--- src/rtl/soe_pkg.sv ---
package soe_pkg;
  localparam int CAUSE_W   = 4;
  localparam int C_MISS    = 0;
  localparam int C_INVAL   = 1;
  localparam int C_TMO     = 2;
  localparam int C_HINT    = 3;
  localparam int THREADS   = 2;

  typedef enum logic {
    ST_RUN    = 1'b0,
    ST_SWITCH = 1'b1
  } seq_state_e;
endpackage

--- src/rtl/soe_trigger.sv ---
module soe_trigger
  import soe_pkg::*;
(
  input  logic               tid,
  input  logic               run,
  input  logic [THREADS-1:0] ev_miss,
  input  logic [THREADS-1:0] ev_inval,
  input  logic [THREADS-1:0] ev_hint,
  input  logic               tmo_expire,
  output logic [CAUSE_W-1:0] cause_now,
  output logic               fire
);
  always_comb begin
    cause_now = '0;
    if (run) begin
      cause_now[C_MISS]  = ev_miss[tid];
      cause_now[C_INVAL] = ev_inval[tid];
      cause_now[C_TMO]   = tmo_expire;
      cause_now[C_HINT]  = ev_hint[tid];
    end
    fire = |cause_now;
  end
endmodule

--- src/rtl/soe_fair_timer.sv ---
module soe_fair_timer #(
  parameter int TMO_W = 12
) (
  input  logic             clk,
  input  logic             rst_n,
  input  logic             run,
  input  logic             gain,
  input  logic [TMO_W-1:0] limit,
  output logic             expire
);
  logic [TMO_W-1:0] cnt_q, cnt_d;
  logic             cnt_en;

  always_comb begin
    expire = run && (cnt_q >= limit);
    cnt_en = gain || (run && !expire);
    cnt_d  = gain ? '0 : cnt_q + 1'b1;
  end

  always_ff @(posedge clk or negedge rst_n) begin
    if (!rst_n)      cnt_q <= '0;
    else if (cnt_en) cnt_q <= cnt_d;
  end
endmodule

--- src/rtl/soe_switch_seq.sv ---
module soe_switch_seq
  import soe_pkg::*;
#(
  parameter int FLUSH_CYCLES = 8,
  parameter int DELAY_CYCLES = 7
) (
  input  logic clk,
  input  logic rst_n,
  input  logic fire,
  output logic run,
  output logic flush,
  output logic gain,
  output logic tid
);
  localparam int PEN = FLUSH_CYCLES + DELAY_CYCLES;
  localparam int CW  = (PEN > 1) ? $clog2(PEN) : 1;
  localparam logic [CW-1:0] LAST  = CW'(PEN - 1);
  localparam logic [CW-1:0] DLY_C = CW'(DELAY_CYCLES);

  seq_state_e st_q, st_d;
  logic [CW-1:0] cnt_q, cnt_d;
  logic tid_q, tid_d;

  always_comb begin
    st_d  = st_q;
    cnt_d = cnt_q;
    tid_d = tid_q;
    gain  = 1'b0;
    unique case (st_q)
      ST_RUN: begin
        if (fire) begin
          st_d  = ST_SWITCH;
          cnt_d = LAST;
        end
      end
      ST_SWITCH: begin
        if (cnt_q == '0) begin
          st_d  = ST_RUN;
          tid_d = ~tid_q;
          gain  = 1'b1;
        end else begin
          cnt_d = cnt_q - 1'b1;
        end
      end
      default: st_d = ST_RUN;
    endcase
  end

  always_ff @(posedge clk or negedge rst_n) begin
    if (!rst_n) begin
      st_q  <= ST_RUN;
      cnt_q <= '0;
      tid_q <= 1'b0;
    end else begin
      st_q  <= st_d;
      cnt_q <= cnt_d;
      tid_q <= tid_d;
    end
  end

  assign run   = (st_q == ST_RUN);
  assign flush = (st_q == ST_SWITCH) && (cnt_q >= DLY_C);
  assign tid   = tid_q;
endmodule

--- src/rtl/soe_thread_ctrl.sv ---
module soe_thread_ctrl
  import soe_pkg::*;
#(
  parameter int FLUSH_CYCLES = 8,
  parameter int DELAY_CYCLES = 7,
  parameter int TMO_W        = 12
) (
  input  logic               clk,
  input  logic               rst_n,
  input  logic [TMO_W-1:0]   tmo_limit,
  input  logic [THREADS-1:0] ev_miss,
  input  logic [THREADS-1:0] ev_inval,
  input  logic [THREADS-1:0] ev_hint,
  output logic               active_tid,
  output logic               issue_en,
  output logic               flush,
  output logic [THREADS-1:0] thr_sel,
  output logic [CAUSE_W-1:0] cause
);
  logic run, gain, fire, tmo_expire, tid;
  logic [CAUSE_W-1:0] cause_now, cause_q;

  soe_fair_timer #(.TMO_W(TMO_W)) u_timer (
    .clk(clk), .rst_n(rst_n), .run(run), .gain(gain),
    .limit(tmo_limit), .expire(tmo_expire)
  );

  soe_trigger u_trig (
    .tid(tid), .run(run), .ev_miss(ev_miss), .ev_inval(ev_inval),
    .ev_hint(ev_hint), .tmo_expire(tmo_expire),
    .cause_now(cause_now), .fire(fire)
  );

  soe_switch_seq #(
    .FLUSH_CYCLES(FLUSH_CYCLES), .DELAY_CYCLES(DELAY_CYCLES)
  ) u_seq (
    .clk(clk), .rst_n(rst_n), .fire(fire), .run(run),
    .flush(flush), .gain(gain), .tid(tid)
  );

  always_ff @(posedge clk or negedge rst_n) begin
    if (!rst_n)    cause_q <= '0;
    else if (fire) cause_q <= cause_now;
  end

  genvar gi;
  generate
    for (gi = 0; gi < THREADS; gi++) begin : g_sel
      assign thr_sel[gi] = (tid == gi[0]);
    end
  endgenerate

  assign active_tid = tid;
  assign issue_en   = run;
  assign cause      = cause_q;
endmodule

--- config.mk ---
export PLATFORM = sky130hd
export DESIGN_NAME = soe_thread_ctrl
export DESIGN_NICKNAME = d
export VERILOG_FILES = /design/src/rtl/soe_pkg.sv /design/src/rtl/soe_trigger.sv /design/src/rtl/soe_fair_timer.sv /design/src/rtl/soe_switch_seq.sv /design/src/rtl/soe_thread_ctrl.sv
export SDC_FILE = /design/constraint.sdc
export NUM_CORES = 1
export LEC_CHECK = 0
export BUFFER_PORTS_ARGS = -buffer_cell sky130_fd_sc_hd__buf_4
export CAP_MARGIN = 20
export CORE_MARGIN = 5
export CORE_UTILIZATION = 45
export CTS_CLUSTER_DIAMETER = 40
export DETAILED_ROUTE_END_ITERATION = 7
export PLACE_DENSITY_LB_ADDON = 0.2
export RECOVER_POWER = 25
export SYNTH_ARGS = -nofsm -noshare
export SYNTH_HDL_FRONTEND = slang
export SYNTH_SLANG_ARGS = --single-unit
--- constraint.sdc ---
create_clock -name clk -period 3.34 [get_ports clk]
set_clock_uncertainty 0.15 [all_clocks]
set_input_delay 0.167 -clock clk [delete_from_list [all_inputs] [get_ports clk]]
set_output_delay 0.167 -clock clk [all_outputs]
set_load 0.05 [all_outputs]
* Word level (Yosys, flattened, before mapping)
Index checks and enable logic that the tools add are counted.
Storage, ports and cells: flip-flop bits (word level) 22, input bits 20, output and inout bits 9, logic and storage cells 39
Cells by class: add/subtract/negate cells 2, magnitude comparators 3, eq/ne operators 2, muxes and demuxes 16, bitwise logic cells 2, reduce and logical (&&, ||, !) cells 9
Operators by type and width (count):
- $add A12 B1 Y12 const B | 1
- $ge A12 B12 Y1 | 1
- $mux W12 | 1
- $mux W4 | 3
- $mux W1 | 10
- $pmux W4 S2 | 1
- $ge A4 B3 Y1 const B | 1
- $logic_not A4 Y1 | 1
- $ne A2 B2 Y1 const B | 2
- $reduce_and A2 Y1 | 2
- $reduce_or A4 Y1 | 1
- $sub A4 B1 Y4 const B | 1
- $logic_and A1 B1 Y1 | 3
- $lt A1 B2 Y1 const B | 1
- $not A1 Y1 | 2
- $pmux W1 S2 | 1
- $logic_not A1 Y1 | 1
- $logic_or A1 B1 Y1 | 1

* Longest topological paths before layout
Gate-level depths: netlist of the first run.
word-level depth 6, gate-level depth with buffers 8, gate-level depth less buffers 7

* Cells and area by module
From an unflattened synthesis of the first run, not the netlist that was laid out.
Second synthesis, totals: cell total of the unflattened synthesis 160, area total of the unflattened synthesis 1560.2 sq um
Modules (own cells, without submodules):
- soe_fair_timer | instances 1, cells each 110, area an instance 1018.5 sq um, sequential area each 300.3 sq um
- soe_switch_seq | instances 1, cells each 32, area an instance 319.1 sq um, sequential area each 150.1 sq um
- soe_thread_ctrl | instances 1, cells each 10, area an instance 156.4 sq um, sequential area each 100.1 sq um
- soe_trigger | instances 1, cells each 8, area an instance 66.3 sq um, sequential area each 0.0 sq um

* Worst setup path after synthesis of the first run
No wires, ideal clock.
path type register to register, start reg u_seq.tid_q, in the netlist u_seq.tid, end reg u_seq.cnt_q[2], setup time 142 ps, arrival time 2141 ps, required time 3048 ps, slack 907 ps, cell stages (with the launch flop) 7, path buffers 1, clock period less this slack 2433 ps, cells stage by stage dfrtp_1 clkbuf_1 inv_1 o41ai_1 o21ai_1 o21ai_1 o211ai_1
On the way: word-level cells in the longest chain between the ends 6, elaborated cells between the ends (all ways) 10, those cells by class eq/ne (1); mux (7); reduce/logical (2)
Ends and longest elaborated chain:
- from (decl) | line soe_switch_seq.sv:22 | logic tid_q, tid_d;
- from (signal assigned) | line soe_switch_seq.sv:57 | tid_q <= tid_d;
- $mux W1, on equally long branches (2 in a row) | line soe_trigger.sv:16, soe_trigger.sv:17, soe_trigger.sv:19
- $mux W4 * | line soe_trigger.sv:15 | if (run) begin
- $reduce_or A4 Y1 * | line soe_trigger.sv:21 | fire = |cause_now;
- $ne A2 B2 Y1 (no source line) *
- $reduce_and A2 Y1 (no source line) *
- to (signal assigned) | line soe_switch_seq.sv:56 | cnt_q <= cnt_d;
- to (decl) | line soe_switch_seq.sv:21 | logic [CW-1:0] cnt_q, cnt_d;
Mark *: on every way between the ends. The rest lies on a longest branch, timed or not. The select of a mux whose other input is x is not followed. A chain may end at the register's enable or synchronous reset.

* Worst setup path in the final report of the first run
start reg u_timer.cnt_q[11], end reg cause_q[0], in the netlist cause[0]
On the way: word-level cells in the longest chain between the ends 4
Ends and longest elaborated chain:
- from (decl) | line soe_fair_timer.sv:11 | logic [TMO_W-1:0] cnt_q, cnt_d;
- from (signal assigned) | line soe_fair_timer.sv:22 | else if (cnt_en) cnt_q <= cnt_d;
- $ge A12 B12 Y1 | line soe_fair_timer.sv:15 | expire = run && (cnt_q >= limit);
- $logic_and A1 B1 Y1 | line soe_fair_timer.sv:15
- $mux W4 | line soe_trigger.sv:15
- $reduce_or A4 Y1 | line soe_trigger.sv:21
- to (signal assigned) | line soe_thread_ctrl.sv:43 | else if (fire) cause_q <= cause_now;
- to (decl) | line soe_thread_ctrl.sv:21 | logic [CAUSE_W-1:0] cause_now, cause_q;
No other way between the ends.

==> impl_metrics.ini, run 1 <==
[critical_path]
rrSetupSlack_ns = 0.37
critPathKind = reg2reg
cp_common_cell = o21ai_1
worstPathRequired_ns = 3.40
slowest_stage = dlygate4sd3_1
worstSetupEndpointType = flip-flop
cp_data_arrival_time_ns = 3.03
slowest_delay_ns = 0.57
path_max_fanout = 5
path_delay_family = simple AND/OR/NAND/NOR gates
path_buf_inv = 1
reg2reg_depth = 7
path_cells = ha_1 > nand4_1 > or4_4 > o21ai_1 > o21ai_1 > o2bb2ai_1 > dlygate4sd3_1
path_depth = 7
start_kind = flip-flop

[yosys]
postSynthCellCount = 163
synth_area_um2 = 1499
synth-adder-area-share_pct = 12.52
ys_types = 41
synth_simple_gate_area_share_pct = 19.45
synth-seq-cells = 22
synth-edff-count = 0
syn_avg_cell_area_um2 = 9.196
async_reset_ff_share_pct = 100.0
synthXorXnorAreaFrac_pct = 0.5843
synthTopCellsByArea = dfrtp_1, ha_1, mux2i_1, inv_1, nand2_1
yosys_warnings = 0
ys_seq_area_share_pct = 36.73
syn_nets = 198
synth_compound_area_share_pct = 17.78
synthMuxAreaShare_pct = 6.010
yosys.area.top_type_share_pct = 36.73
synth-main-ff-cell = dfrtp_1
synth_top_cell_by_area = dfrtp_1
synth_top_family_by_area = simple AND/OR/NAND/NOR gates

[die]
dieArea_um2 = 4585
core-area_um2 = 3284
start_util_pct = 45.64
die_width_um = 67.72
io_pins = 29
fp.dieH_um = 67.72
row_count = 21

[sta]
finalHoldViolCount = 0
tns_ns = 0
max_freq_ghz = 0.3363
slew_headroom_pct = 19.70
rsz0062_at_grt = false
finalCritPeriodShare_pct = 89.03
worst_pin_slew_ns = 1.204
maxSlewViolCount = 0
setup_viol = 0
finalCriticalPeriod_ns = 2.974

[clocking]
clock_latency_ns = 0.31
cts_root_buffer = clkbuf_4
path_clk_slew_ns = 0.13
clk_path_buf_depth = 2
cts_tree = yes
cts_max_level = 1
cts_buffers = 3
clock_sinks = 22

[pwr]
internal_power_mw = 0.6845
leakagePower_nw = 0.9519
ir_drop_mv = 0.6607
seqPwrFrac_pct = 33.9
power_density_nw_per_um2 = 675.4
total_power_mw = 1.230
pwr-share-comb_pct = 49.2
switchingPower_mw = 0.5451
sw_frac_of_total_pct = 44.33
clock_power_share_pct = 16.9

[global_route]
track_usage_pct = 16.68
antenna_found_initial = 0
grt_pass1_vias = 1320
grt.overflow.total = 0
grt_max_degree = 23
grt_pass1_wl_mm = 5.823

[final_layout]
drive_gt1_share_pct = 18.65
synthToLayoutAreaGrowth_pct = 21.45
fin_util_pct = 55.43
antenna_cells = 0
layout.nets = 229
fin_cells = 239

[detailed_routing]
firstDrtPassIters = 4
ant_nets = 0
drc = 0
vias_per_cell = 5.569
wl_mm = 3.401
drtIter0Drc = 109
wire_per_inst_um = 14.23
vias = 1331

[min_path]
hold_class = in2reg
hold_path_depth = 3

[job]
cap_violations = 0

[status]
outcome = complete, no violations

[placed_design]
globalplace.congestion = 0.8414
port_buffers = 28
dp_hpwl_mm = 2.612
place_inst = 232
[through the flow]
stage | hold slack [ns] | setup WS (ns) | instance area (um^2)
after detailed placement | -0.07585 | 0.6915 | 1742
after CTS | 0.0006274 | 0.6586 | 1804
final | 0.02826 | 0.3663 | 1821
after floorplan | -0.2786 | 0.9074 | 1499
after global placement | -0.07464 | 0.8160 | 1742
after global routing | 0.02545 | 0.2509 | 1821
[cell usage after synthesis, types with 2 or more instances]
cell type,n
o2bb2ai_1,3
buf_4,2
and3_1,4
clkbuf_1,2
nand4_1,4
o21ai_0,6
inv_1,19
o31ai_1,3
dfrtp_1,22
nor3_1,2
o21ai_1,2
nor2_1,7
nand2b_1,2
or4_1,5
a21o_1,2
nand2_1,15
or3_1,2
o41ai_1,2
nand3_1,5
buf_2,2
a21oi_1,9
ha_1,15
o211ai_1,2
mux2i_1,9
[worst min-delay path, cell delays in order]
cell,delay [ns]
buf_4,0.08
mux2i_1,0.06
o2bb2ai_1,0.15
[placed cells by master (no fill, tap or decap), drive strengths merged, types with 3 or more instances in the layout]
master / count
dlygate4sd3: 3
mux2i: 9
nor2: 7
inv: 19
buf: 28
or4: 6
ha: 15
o21ai: 8
clkbuf: 4
a21oi: 9
nand4: 4
and3: 4
o2bb2ai: 3
o31ai: 3
nand2: 15
nand3: 5
dfrtp: 22
[kinds of logic after synthesis]
logic type | after synthesis
compound gates | 38
xor+xnor | 1
fa+ha+maj | 15
buf+inv | 25
flops | 22
mux | 9
simple gates | 53
[power groups by stage]
stage	Combinational (mW)	Sequential, mW	Clock [mW]
floorplan	0.371	0.475	0
global placement	0.582	0.418	0
detailed placement	0.592	0.423	0
CTS	0.597	0.417	0.210
global route	0.673	0.434	0.223
finish	0.605	0.417	0.208
[timing repair]
action / 4_1_cts / 5_1_grt
gates resized for setup: 0 / 0
endpoints found under the hold margin: 22 / 1
hold buffers: 1 / 2
setup buffers: 0 / 0
[state kept, by name, indices dropped and copies added, names as in the netlist]
signal,cells
u_timer.cnt_q,12
cause,4
u_seq.cnt_q,4
u_seq.st_q,1
u_seq.tid,1
[path summary, 6_finish.rpt]
path | startpoint | endpoint
min in group asynchronous | rst_n | cause[2]
setup reg to reg | u_timer.cnt_q[11] | cause[0]
max in group asynchronous | rst_n | u_timer.cnt_q[1]
setup / recovery | u_timer.cnt_q[11] | cause[0]
hold / removal | ev_hint[0] | cause[3]
hold reg to reg | cause[1] | cause[1]
[area by class of cell]
cell class	count	area (um^2)
tap	46	57.56
sequential	22	550.5
clock inverter	1	30.03
inverter	19	71.32
timing repair buffer	32	244.0
clock buffer	3	22.52
multi-input combinational	116	844.6
fill	294	1464
[per-layer routing]
metal | up-vias | routed length (um) | global-route usage (%)
met4 | 0 | 17 | 4.557
met2 | 27 | 1679 | 27.10
met3 | 2 | 123 | 3.494
met1 | 640 | 1580 | 22.34
li1 | 662 | - | -
met5 | - | 0 | 0
Power figures use the tool's default switching activity.
==> inputs of run 2 (changes only) <==
ABC_CLOCK_PERIOD_IN_PS = 3340   (was default)
PLACE_DENSITY = 0.65   (was default)
PLACE_DENSITY_LB_ADDON = default   (was 0.2)
SYNTH_HIERARCHICAL = 1   (was default)
==> impl_metrics.ini, run 2 <==
[status]
outcome = complete, no violations

[clocking]
postCtsSetupBuffers = 0
cts_root_buffer = clkbuf_4
clock_latency_ns = 0.31
path_clk_slew_ns = 0.13
clock_sinks = 22
cts_tree = yes
clk_path_buf_depth = 2
cts_max_level = 1
cts_buffers = 3

[pwr]
total_power_mw = 1.393
seqPwrFrac_pct = 33.5
power_density_nw_per_um2 = 750.0
ir_drop_mv = 0.2899
pwr-share-comb_pct = 55.6
internal_power_mw = 0.7458
sw_frac_of_total_pct = 46.44
switchingPower_mw = 0.6468
clock_power_share_pct = 10.9
leakagePower_nw = 0.9537

[critical_path]
worstPathRequired_ns = 3.40
path_max_fanout = 7
slowest_delay_ns = 0.60
start_kind = flip-flop
cp_data_arrival_time_ns = 3.05
reg2reg_depth = 12
crit_path_end = u_seq/cnt_q[2]
r2r_start = u_timer/cnt_q[0]
worstSetupEndpointType = flip-flop
r2r-end = u_seq/cnt_q[2]
slowest_stage = or4_4
crit_start = u_timer/cnt_q[0]
path_cells = inv_1 > ha_1 > nand2b_1 > a31oi_2 > o21ai_4 > nand2_1 > a31oi_1 > and2_1 > or4_4 > nor2_1 > o22ai_1 > a31o_1
critPathKind = reg2reg
rrSetupSlack_ns = 0.35

[yosys]
synth_top_family_by_area = simple AND/OR/NAND/NOR gates
postSynthCellCount = 160
syn_avg_cell_area_um2 = 9.752
synthTopCellsByArea = dfrtp_1, ha_1, inv_1, nor2_1, xnor2_1
async_reset_ff_share_pct = 100.0
synth-main-ff-cell = dfrtp_1
synth_compound_area_share_pct = 15.64
synth_area_um2 = 1560
yosys_warnings = 6
ys_types = 44
synth-adder-area-share_pct = 12.83
yosys.area.top_type_share_pct = 35.28
ys_seq_area_share_pct = 35.28
synth_common_cells = dfrtp_1, inv_1, nor2_1
synth-seq-cells = 22
syn_nets = 196
synth-edff-count = 0
synth_simple_gate_area_share_pct = 18.12
yosysMostFrequentCell = dfrtp_1
synthMuxAreaShare_pct = 7.618
synth_top_cell_by_area = dfrtp_1
synthXorXnorAreaFrac_pct = 3.929

[sta]
finalCriticalPeriod_ns = 2.988
finalHoldViolCount = 0
tns_ns = 0
slew_headroom_pct = 18.56
rsz0062_at_grt = false
worst_pin_slew_ns = 1.222
setup_viol = 0
max_freq_ghz = 0.3347
finalCritPeriodShare_pct = 89.45
maxSlewViolCount = 0

[global_route]
antenna_found_initial = 0
grt_pass1_wl_mm = 5.313
grt.overflow.total = 0
track_usage_pct = 14.99
grt_pass1_vias = 1245
grt_max_degree = 23

[die]
row_count = 21
fp.dieH_um = 68.89
dieArea_um2 = 4745
io_pins = 29
core-area_um2 = 3337
start_util_pct = 46.76
die_width_um = 68.89

[final_layout]
synthToLayoutAreaGrowth_pct = 19.01
fill_cells = 319
final_common_cell = buf_4
layout.nets = 227
antenna_cells = 0
largest_reg_flops = 12
fin_util_pct = 55.64
final_cell_mix = buf_4, dfrtp_1, inv_1
top_register = u_timer/cnt_q
fin_area_um2 = 1857
drive_gt1_share_pct = 28.42
fin_cells = 236

[detailed_routing]
ant_nets = 0
drc = 0
vias_per_cell = 5.263
drtIter0Drc = 45
vias = 1242
wl_mm = 3.222
wire_per_inst_um = 13.65
firstDrtPassIters = 4

[placed_design]
placed_cell_area_um2 = 1814
place_inst = 231
port_buffers = 28
dp_hpwl_mm = 2.514
globalplace.congestion = 0.8039

[min_path]
hold_class = in2reg

[job]
cap_violations = 0
[run 2: changes by cell type after synthesis, moves of 4 or more]
cell and change:
a21oi_1 -6, mux2_2 +4, mux2i_1 -5, nand2_1 -9, nor2_1 +11, nor2b_1 +6
o21ai_0 -4, or4_1 -5, xnor2_1 +5
[run 2: critical path: cells and delay by family, from the launching register on]
kind / cells / cell delay (ns)
buffers and inverters: 1 / 0.07
DFF: 1 / 0.45
and+or+nand+nor: 5 / 1.20
adders and majority gates: 1 / 0.27
AOI/OAI and AO/OA: 5 / 0.74
[run 2: cell families (layout without fill, tap and decap cells)]
family	count (synthesis)	count (layout)
DFF	22	22
adders and majority gates	16	16
AOI/OAI and AO/OA	28	28
xor gates and xnor gates	7	7
muxes	11	11
buffers and inverters	24	54
and+or+nand+nor	52	52
[run 2: what timing repair did]
item	CTS	global route
endpoints found under the setup margin	0	0
resized for setup	0	0
hold buffers	1	0
hold endpoints to repair	22	0
[run 2: power by group through the flow]
stage | combinational (mW) | sequential [mW] | clock (mW)
detailed placement | 0.779 | 0.474 | 0
floorplan | 0.548 | 0.499 | 0
global placement | 0.751 | 0.466 | 0
global route | 0.853 | 0.482 | 0.168
CTS | 0.782 | 0.468 | 0.156
finish | 0.774 | 0.467 | 0.152
[run 2: area by class of cell]
type	count	area, um^2	area share (%)
repair buffers	30	224.0	12.06
well taps	46	57.56	3.100
multi-input cells	114	913.4	49.19
inverters	20	75.07	4.043
clock buffers	4	36.28	1.954
flip-flops and latches	22	550.5	29.65
[run 2: how the worst min path moves through the flow]
stage,start,endpoint,slack (ns),depth (start not counted)
finish,ev_hint[0],cause[3],0.15,4
global route,ev_hint[0],cause[3],0.15,4
CTS,rst_n,u_timer/cnt_q[1],0.12,2
detailed placement,rst_n,u_timer/cnt_q[1],-0.07,1
global placement,rst_n,u_timer/cnt_q[1],-0.07,1
floorplan,rst_n,cause[0],-0.28,0
[run 2: per-layer routing]
layer,part of all wire [%],wire length (um),global-route usage [%],vias to the layer above
met3,5.9,190,1.621,6
met2,46,1483,24.64,39
li1,-,-,-,617
met5,0,0,0,-
met4,2.3,73,8.516,0
met1,46,1474,19.01,580
[run 2: stage by stage]
stage	worst slack [ns]	hold WS, ns
2_1_floorplan	0.5620	-0.2786
4_1_cts	0.3385	0.1161
3_3_place_gp	0.4584	-0.07382
6_report	0.3524	0.1515
3_5_place_dp	0.3624	-0.07180
5_1_grt	0.2051	0.1528
==> inputs of run 3 (changes only) <==
BUFFER_PORTS_ARGS = default   (was -buffer_cell sky130_fd_sc_hd__buf_4)
DONT_BUFFER_PORTS = 1   (was default)
PLACE_DENSITY = 0.58   (was 0.65)
REMOVE_ABC_BUFFERS = 1   (was default)
==> impl_metrics.ini, run 3 (synthesis results as in run 2) <==
[status]
outcome = complete, no violations

[final_layout]
top_register = u_timer/cnt_q
synthToLayoutAreaGrowth_pct = 8.020
layout.nets = 202
antenna_cells = 0
fin_cells = 211
final_common_cell = dfrtp_1
final_cell_mix = dfrtp_1, inv_1, nor2_1
fin_util_pct = 50.51
fin_area_um2 = 1685
drive_gt1_share_pct = 17.58
largest_reg_flops = 12
fill_cells = 329

[sta]
finalCriticalPeriod_ns = 2.995
setup_viol = 0
final.setup.worst_slack_ns = 0.3452
finalHoldViolCount = 0
slew_headroom_pct = 41.43
worst_pin_slew_ns = 0.8754
max_freq_ghz = 0.3339
holdWs_ns = 0.03493
maxSlewViolCount = 0
rsz0062_at_grt = false
finalCritPeriodShare_pct = 89.67
tns_ns = 0

[global_route]
grt.overflow.total = 0
grt_pass1_wl_mm = 5.078
grt_pass1_vias = 1133
track_usage_pct = 14.32
antenna_found_initial = 0
grt_max_degree = 23

[critical_path]
path_delay_family = simple AND/OR/NAND/NOR gates
path_buf_inv = 0
path_max_fanout = 7
r2r-end = u_seq/cnt_q[3]
start_kind = flip-flop
worstSetupEndpointType = flip-flop
rrSetupSlack_ns = 0.35
worstPathRequired_ns = 3.40
crit_start = u_timer/cnt_q[2]
slowest_stage = or4_4
reg2reg_depth = 11
cp_data_arrival_time_ns = 3.05
path_cells = ha_1 > a21o_1 > a31oi_2 > o21ai_4 > nand2_1 > a31oi_1 > and2_1 > or4_4 > nor2_1 > a2bb2oi_1 > o31ai_1
critPathKind = reg2reg
r2r_start = u_timer/cnt_q[2]
slowest_delay_ns = 0.60

[pwr]
leakagePower_nw = 0.8385
power_density_nw_per_um2 = 821.1
ir_drop_mv = 0.3732
total_power_mw = 1.384

[detailed_routing]
wire_per_inst_um = 14.86
route.met2.wl_mm = 1.519
vias_per_cell = 5.427
drc = 0
vias = 1145
m1WireLength_mm = 1.470
ant_nets = 0
wl_mm = 3.135
maxUsedRoutingLayer = met4
route.met3.wl_um = 124
firstDrtPassIters = 4
drtIter0Drc = 24

[min_path]
hold_class = in2async

[placed_design]
place_inst = 205
placed_cell_area_um2 = 1619
port_buffers = 0
dp_hpwl_mm = 2.459
preCtsSetupSlack_ns = 0.3595
globalplace.congestion = 0.8572

[clocking]
clk_path_buf_depth = 2
path_clk_slew_ns = 0.13
cts_root_buffer = clkbuf_4
cts_tree = yes
cts_buffers = 3
cts_max_level = 1
clock_latency_ns = 0.31
clock_sinks = 22

[die]
core-area_um2 = 3337
fp.dieH_um = 68.89
io_pins = 29
row_count = 21
start_util_pct = 46.76
die_width_um = 68.89
dieArea_um2 = 4745

[job]
cap_violations = 0
run 3: cell count changes in the layout (fill, tap and decap cells not counted):
cell | before | now
clkbuf_8 | 1 | 0
bufinv_16 | 0 | 1
buf_4 | 28 | 3
run 3: timing repair:
| item | in CTS | in global routing |
|---|---|---|
| buffers inserted | 0 | 0 |
| hold buffers | 1 | 0 |
| resized for setup | 0 | 0 |
| endpoints found under the hold margin | 22 | 0 |
run 3: worst max-delay path by stage:
| stage | endpoint | depth (start not counted) |
|---|---|---|
| after floorplan | u_timer/cnt_q[3] | 5 |
| after global routing | u_seq/cnt_q[2] | 11 |
| final | u_seq/cnt_q[3] | 11 |
| after global placement | u_seq/cnt_q[3] | 12 |
| after CTS | u_seq/cnt_q[3] | 11 |
| after detailed placement | u_seq/cnt_q[3] | 11 |
run 3: report_power, final:
part           internal (mW)  switching, mW
sequential             0.357          0.164
clock                  0.121         0.0853
combinational          0.267          0.390
run 3: final cells by class:
cell class / count / area, um^2 / share of cell area (%)
multi-input combinational: 114 / 913.4 / 54.19
sequential: 22 / 550.5 / 32.67
clock inverter: 1 / 30.03 / 1.782
inverter: 20 / 75.07 / 4.454
clock buffer: 3 / 22.52 / 1.336
timing repair buffer: 5 / 36.28 / 2.153
tap: 46 / 57.56 / 3.415
run 3: per-layer routing:
metal | track usage, % | up-vias
met3 | 2.755 | 2
li1 | - | 566
met5 | 0 | -
met1 | 18.06 | 560
met2 | 24.40 | 17
met4 | 4.866 | 0
